$ cat config.mk
export PLATFORM = sky130hd
export DESIGN_NAME = cache_miss_ctrl
export DESIGN_NICKNAME = d
export VERILOG_FILES = /design/src/rtl/cc_pkg.sv /design/src/rtl/cc_tag_store.sv /design/src/rtl/cc_data_store.sv /design/src/rtl/cache_miss_ctrl.sv
export SDC_FILE = /design/constraint.sdc
export NUM_CORES = 2
export LEC_CHECK = 0
export BUFFER_PORTS_ARGS = -buffer_cell sky130_fd_sc_hd__clkbuf_2
export CAP_MARGIN = 20
export CORE_MARGIN = 2
export CORE_UTILIZATION = 60
export CTS_CLUSTER_SIZE = 16
export DETAILED_ROUTE_END_ITERATION = 16
export MAX_ROUTING_LAYER = met4
export PLACE_DENSITY_LB_ADDON = 0.12
export SKIP_LAST_GASP = 1
export SYNTH_ARGS = -nofsm -noshare
export SYNTH_HDL_FRONTEND = slang
export SYNTH_SLANG_ARGS = --single-unit
$ cat constraint.sdc
create_clock -name clk -period 13.3 [get_ports clk]
set_input_delay 2.66 -clock clk [delete_from_list [all_inputs] [get_ports clk]]
set_output_delay 2.66 -clock clk [all_outputs]
set_load 0.02 [all_outputs]
$ cat src/rtl/cc_pkg.sv
// Shared types for the cache miss controller.
package cc_pkg;

    // Controller sequencing states.
    typedef enum logic [1:0] {
        ST_IDLE  = 2'd0,
        ST_EVICT = 2'd1,
        ST_FILL  = 2'd2,
        ST_WDOWN = 2'd3
    } cc_state_e;

endpackage

$ cat src/rtl/cc_tag_store.sv
// Per-line tag, valid and dirty state.
// Assumes: one lookup index per cycle; the fill and dirty updates apply to
// the looked-up index. A fill wins over a dirty mark in the same cycle.
module cc_tag_store #(
    parameter int TAG_W     = 5,
    parameter int NUM_LINES = 8,
    localparam int IDX_W    = $clog2(NUM_LINES)
) (
    input  logic             clk,
    input  logic             rst_n,
    input  logic [IDX_W-1:0] lk_idx,
    output logic             lk_valid,
    output logic             lk_dirty,
    output logic [TAG_W-1:0] lk_tag,
    input  logic             fill_en,
    input  logic [TAG_W-1:0] fill_tag,
    input  logic             dirty_en
);
    logic [NUM_LINES-1:0] valid_q;
    logic [NUM_LINES-1:0] dirty_q;
    logic [TAG_W-1:0]     tag_q [NUM_LINES];

    for (genvar g = 0; g < NUM_LINES; g++) begin : g_line
        // Flag bits of one line: cleared by reset, set by fill or write hit.
        always_ff @(posedge clk) begin
            if (!rst_n) begin
                valid_q[g] <= 1'b0;
                dirty_q[g] <= 1'b0;
            end else if (fill_en && lk_idx == IDX_W'(g)) begin
                valid_q[g] <= 1'b1;
                dirty_q[g] <= 1'b0;
            end else if (dirty_en && lk_idx == IDX_W'(g)) begin
                dirty_q[g] <= 1'b1;
            end
        end

        // Tag of one line: loaded on fill.
        always_ff @(posedge clk) begin
            if (fill_en && lk_idx == IDX_W'(g)) begin
                tag_q[g] <= fill_tag;
            end
        end
    end

    // Lookup of the indexed line.
    always_comb begin
        lk_valid = valid_q[lk_idx];
        lk_dirty = dirty_q[lk_idx];
        lk_tag   = tag_q[lk_idx];
    end
endmodule

$ cat src/rtl/cc_data_store.sv
// Line data storage: one write port and one combinational read port, each
// addressed by line and word within the line. No reset; the valid bits in
// the tag store guard every read.
module cc_data_store #(
    parameter int DATA_W     = 32,
    parameter int NUM_LINES  = 8,
    parameter int LINE_WORDS = 4,
    localparam int IDX_W     = $clog2(NUM_LINES),
    localparam int OFF_W     = $clog2(LINE_WORDS),
    localparam int DEPTH     = NUM_LINES * LINE_WORDS
) (
    input  logic              clk,
    input  logic              wr_en,
    input  logic [IDX_W-1:0]  wr_line,
    input  logic [OFF_W-1:0]  wr_word,
    input  logic [DATA_W-1:0] wr_data,
    input  logic [IDX_W-1:0]  rd_line,
    input  logic [OFF_W-1:0]  rd_word,
    output logic [DATA_W-1:0] rd_data
);
    logic [DATA_W-1:0] mem_q [DEPTH];

    // Word write.
    always_ff @(posedge clk) begin
        if (wr_en) begin
            mem_q[{wr_line, wr_word}] <= wr_data;
        end
    end

    // Word read.
    always_comb rd_data = mem_q[{rd_line, rd_word}];
endmodule

$ cat src/rtl/cache_miss_ctrl.sv
// Direct-mapped cache controller with build-time write policy.
// WRITE_BACK=1 gives write-back, 0 write-through. WRITE_ALLOC=1 allocates on
// a write miss, 0 bypasses. A miss needing a fill evicts a dirty victim
// first, then fills, then returns to idle so that the held request
// completes as a hit.
// Assumes: upstream request fields stay stable until up_ready; dn_ack only
// while dn_req; LINE_WORDS and NUM_LINES are powers of two, at least 2.
module cache_miss_ctrl
    import cc_pkg::*;
#(
    parameter int ADDR_W      = 10,
    parameter int DATA_W      = 32,
    parameter int LINE_WORDS  = 4,
    parameter int NUM_LINES   = 8,
    parameter int WRITE_BACK  = 1,
    parameter int WRITE_ALLOC = 1
) (
    input  logic              clk,
    input  logic              rst_n,
    input  logic              up_req,
    input  logic              up_we,
    input  logic [ADDR_W-1:0] up_addr,
    input  logic [DATA_W-1:0] up_wdata,
    output logic [DATA_W-1:0] up_rdata,
    output logic              up_ready,
    output logic              dn_req,
    output logic              dn_we,
    output logic              dn_blk,
    output logic [ADDR_W-1:0] dn_addr,
    output logic [DATA_W-1:0] dn_wdata,
    input  logic [DATA_W-1:0] dn_rdata,
    input  logic              dn_ack
);
    localparam int OFF_W   = $clog2(LINE_WORDS);
    localparam int IDX_W   = $clog2(NUM_LINES);
    localparam int TAG_W   = ADDR_W - OFF_W - IDX_W;
    localparam bit WB_MODE = (WRITE_BACK != 0);
    localparam bit WA_MODE = (WRITE_ALLOC != 0);

    cc_state_e         state_q;
    logic [OFF_W-1:0]  beat_q;
    logic [TAG_W-1:0]  req_tag;
    logic [IDX_W-1:0]  req_idx;
    logic [OFF_W-1:0]  req_off;
    logic              lk_valid, lk_dirty;
    logic [TAG_W-1:0]  lk_tag;
    logic              hit, accept, last_beat;
    logic              wr_en, fill_en, dirty_en;
    logic [OFF_W-1:0]  wr_word, rd_word;
    logic [DATA_W-1:0] wr_data, rd_data;

    // Address split and lookup qualifiers.
    always_comb begin
        req_tag   = up_addr[ADDR_W-1 -: TAG_W];
        req_idx   = up_addr[OFF_W +: IDX_W];
        req_off   = up_addr[OFF_W-1:0];
        hit       = lk_valid && (lk_tag == req_tag);
        accept    = (state_q == ST_IDLE) && up_req && !up_ready;
        last_beat = (beat_q == OFF_W'(LINE_WORDS - 1));
    end

    // Storage update strobes and data-port steering.
    always_comb begin
        fill_en  = (state_q == ST_FILL) && dn_ack && last_beat;
        dirty_en = accept && hit && up_we && WB_MODE;
        wr_en    = (accept && hit && up_we) || ((state_q == ST_FILL) && dn_ack);
        wr_word  = (state_q == ST_FILL) ? beat_q : req_off;
        wr_data  = (state_q == ST_FILL) ? dn_rdata : up_wdata;
        rd_word  = (state_q == ST_EVICT) ? beat_q : req_off;
    end

    cc_tag_store #(
        .TAG_W     (TAG_W),
        .NUM_LINES (NUM_LINES)
    ) u_tags (
        .clk      (clk),
        .rst_n    (rst_n),
        .lk_idx   (req_idx),
        .lk_valid (lk_valid),
        .lk_dirty (lk_dirty),
        .lk_tag   (lk_tag),
        .fill_en  (fill_en),
        .fill_tag (req_tag),
        .dirty_en (dirty_en)
    );

    cc_data_store #(
        .DATA_W     (DATA_W),
        .NUM_LINES  (NUM_LINES),
        .LINE_WORDS (LINE_WORDS)
    ) u_data (
        .clk     (clk),
        .wr_en   (wr_en),
        .wr_line (req_idx),
        .wr_word (wr_word),
        .wr_data (wr_data),
        .rd_line (req_idx),
        .rd_word (rd_word),
        .rd_data (rd_data)
    );

    // Sequencer: hit service, evict-then-fill, word write-down.
    always_ff @(posedge clk) begin
        if (!rst_n) begin
            state_q  <= ST_IDLE;
            beat_q   <= '0;
            up_ready <= 1'b0;
            up_rdata <= '0;
        end else begin
            up_ready <= 1'b0;
            case (state_q)
                ST_IDLE: begin
                    if (accept) begin
                        if (hit) begin
                            if (!up_we) begin
                                up_rdata <= rd_data;
                                up_ready <= 1'b1;
                            end else if (WB_MODE) begin
                                up_ready <= 1'b1;
                            end else begin
                                state_q <= ST_WDOWN;
                            end
                        end else if (up_we && !WA_MODE) begin
                            state_q <= ST_WDOWN;
                        end else if (lk_valid && lk_dirty) begin
                            state_q <= ST_EVICT;
                            beat_q  <= '0;
                        end else begin
                            state_q <= ST_FILL;
                            beat_q  <= '0;
                        end
                    end
                end
                ST_EVICT: begin
                    if (dn_ack) begin
                        beat_q <= beat_q + 1'b1;
                        if (last_beat) begin
                            state_q <= ST_FILL;
                            beat_q  <= '0;
                        end
                    end
                end
                ST_FILL: begin
                    if (dn_ack) begin
                        beat_q <= beat_q + 1'b1;
                        if (last_beat) begin
                            state_q <= ST_IDLE;
                            beat_q  <= '0;
                        end
                    end
                end
                ST_WDOWN: begin
                    if (dn_ack) begin
                        up_ready <= 1'b1;
                        state_q  <= ST_IDLE;
                    end
                end
                default: state_q <= ST_IDLE;
            endcase
        end
    end

    // Downstream command decode from state.
    always_comb begin
        dn_req   = (state_q != ST_IDLE);
        dn_we    = (state_q == ST_EVICT) || (state_q == ST_WDOWN);
        dn_blk   = (state_q == ST_EVICT) || (state_q == ST_FILL);
        dn_addr  = '0;
        dn_wdata = '0;
        case (state_q)
            ST_EVICT: begin
                dn_addr  = {lk_tag, req_idx, {OFF_W{1'b0}}};
                dn_wdata = rd_data;
            end
            ST_FILL:  dn_addr = {req_tag, req_idx, {OFF_W{1'b0}}};
            ST_WDOWN: begin
                dn_addr  = up_addr;
                dn_wdata = up_wdata;
            end
            default: ;
        endcase
    end
endmodule

==> metrics <==
status finished, final reports clean; CP endpoint kind output port; mux contribution to synthesized area 15.7%; delay of the slowest critical-path stage 0.86 ns; Gate Count Post-Synth 2011; ANT cells 0; Clock Skew 0.0243 ns; mean post-synth cell area 21.4 um^2; placed cell areas 45400 um^2; CP top delay family buffers and inverters; Util after Layout 68.7%; Reg area 33000 um^2; worst skew pair latency 0.66 ns; Worst Tran Pin Value 1.13 ns; Fin. Hold Viols 0; CP cell instances clkbuf_2 > mux2i_4 > buf_12 > buf_4 > mux4_2 > o22ai_1 > nor4_1 > a22o_1 > clkbuf_2; Cell Rows 98; Congestion Overflow GR 0; Clk pin slew, worst setup/hold paths 0.06 ns; Main synth FF type edfxtp_1; period utilization 68.6%; Antenna Violating Nets Remaining 0; worst vdd ir 0.123 mV; die area 74000 um^2; Synth Area in Compound Gates 4.05%; first-pass GRT wire length 151000 um; RSZ-0062 raised after global routing false; area delta synth->final 13.5%; max_cap viols 0; Yosys top cell area share 74.1%; Post-Synth XOR/XNOR Area 0.0203%; Fill cells 4396; CP max FO 76; DR WL/cell 32.2 um; Tightest Hold Check Type reg2reg; RD Place Congestion 0.798; CTS tree built; Layout Nets 2300; die width 272 um; fraction of registers with async set/reset 0%; Post-synth EDFFs 1064; largest family of logic cells by synthesized area multiplexers; adder-cell share of the synthesized area 0.145%; Placement Setup Slack 4.12 ns; Synth area leaders edfxtp_1 (74%), mux4_2 (13%), dfxtp_1 (2.5%); # resized after CTS 0; Arr. time, crit path 6.46 ns; Leak Pwr 15.4 nW; Core Region 71200 um^2; fin. max-slew vios 0; # DRC 0; I/O Pins 157; Setup-failing EPs final 0; placed cells 3055; CTS buffer count 106; # port buffers 156; Post-CTS Setup Bufs 0; Pwr Total 7.65 mW; die height 272 um; Synth Area in Simple Gates 2.13%; hold slack final 0.463 ns; Worst Setup Start Kind input pin; Mapped Area 43100 um^2; vias per cell 6.72; Clk Tree Root Cell clkbuf_16; vias in the first global route 21827; worst setup margin 4.18 ns; WL final 105000 um; CP max-delay cell nor4_1; initial antenna violation count 2; Multi-input gate area 9920 um^2; Fin Setup TNS 0 ns; Post-Layout Cell Count 3251; Vias 21832; Worst slew margin 24.4%; post-layout min period 9.12 ns; 1st-pass router iterations 5; HPWL Detailed 53600 um; pin count of the biggest net entering global routing 145; worst path required time 10.64 ns; cell accounting for the most synthesized area edfxtp_1; clk sinks 1117; clock buffer depth 3; critical path type in2out; Seq/Total Area, Yosys 76.6%; Seq cells post-synth 1117; CP bufs+invs 4; Starting Density 60.5%; Synth Warn # 0; FMAX 110 MHz; Cell variety after synth 54; H-tree depth 3; final instance area 48900 um^2; synthesized net count 2095; share of cells above drive strength 1 30.9%; PD cells 156 nW/um^2; Most common cell on crit path clkbuf_2; GRT Util Overall 29.7%; Hold Buf Count CTS 0; 1st-iter DRT viols 2806
-- placed cells by master (no fill, tap or decap), drive strengths merged, types with 5 or more instances in the layout --
cell,n
ha,5
a21oi,20
and3,5
o21ai,9
nand2b,5
nor2b,36
nor3,5
inv,7
bufinv,10
dfxtp,53
a22o,36
nand3,5
nand2,13
mux4,257
mux2i,59
buf,63
edfxtp,1064
clkinv,30
nor2,28
a22oi,7
o21a,11
and2,6
nor3b,10
mux2,35
clkbuf,305
nor4,35
o22ai,129
a21boi,25
-- flip-flops by register name (all words and copies together), names as in the netlist --
| name | flops |
|---|---|
| up_ready | 1 |
| beat_q | 2 |
| up_rdata | 32 |
| state_q | 2 |
| u_tags.dirty_q | 8 |
| u_data.mem_q | 1024 |
| u_tags.tag_q | 40 |
| u_tags.valid_q | 8 |
-- worst paths after layout --
path / start / end / slack [ns] / depth (start not counted)
min reg2reg: u_tags.valid_q[7] / u_tags.valid_q[7] / 0.46 / 1
max: up_addr[0] / dn_wdata[17] / 4.18 / 9
max reg2reg: state_q[0] / u_data.mem_q[25][24] / 8.37 / 12
min: u_tags.valid_q[7] / u_tags.valid_q[7] / 0.46 / 1
-- final cells by class --
cell class	count	share of cell area, %
Timing Repair Buffer	219	2.72
Inverter	7	0.0537
Clock inverter	44	0.980
Tap cell	950	2.43
Clock buffer	149	6.04
Multi-Input combinational cell	765	20.3
Sequential cell	1117	67.5
-- synth_stat cells, drive strengths merged (2+ instances only) --
cell and count:
a21boi 25, edfxtp 1064, ha 5, nor3 5, nand2b 5, buf 52, mux2i 59, o221ai 2
mux2 35, inv 6, clkbuf 70, o21ai 9, nor4 35, and2 6, a22oi 7, nand2 13
or3 4, o211ai 3, o21a 11, mux4 257, a22o 36, o22ai 129, nor2b 36, nor2 28
and3 5, a211oi 3, dfxtp 53, nand3 5, nor3b 10, a21oi 20
-- routing by layer --
metal	wire, um	part of all wire (%)	track usage, %	vias to the layer above
met5	0	0	-	-
met4	3260	3.1	9.69	0
met3	8910	8.5	4.59	197
met2	52200	50	47.4	1132
met1	40500	39	40.1	11564
li1	-	-	-	8939
-- power by group --
group          switching, mW  total, mW  leakage (nW)  internal, mW
clock network           1.25       2.99          1.67          1.74
registers            0.00868       4.08          9.99          4.07
logic                  0.417      0.585          3.74         0.167
total                   1.68       7.65          15.4          5.98
-- cells by family (layout without fill, tap and decap cells) --
kind of cell,count (synthesis),after routing
compound gates,250,250
xor+xnor,1,1
mux,351,351
buf+inv,129,419
fa+ha+maj,5,5
flops,1117,1117
simple gates,158,158
Note: power is estimated with default switching activity, not from simulation.
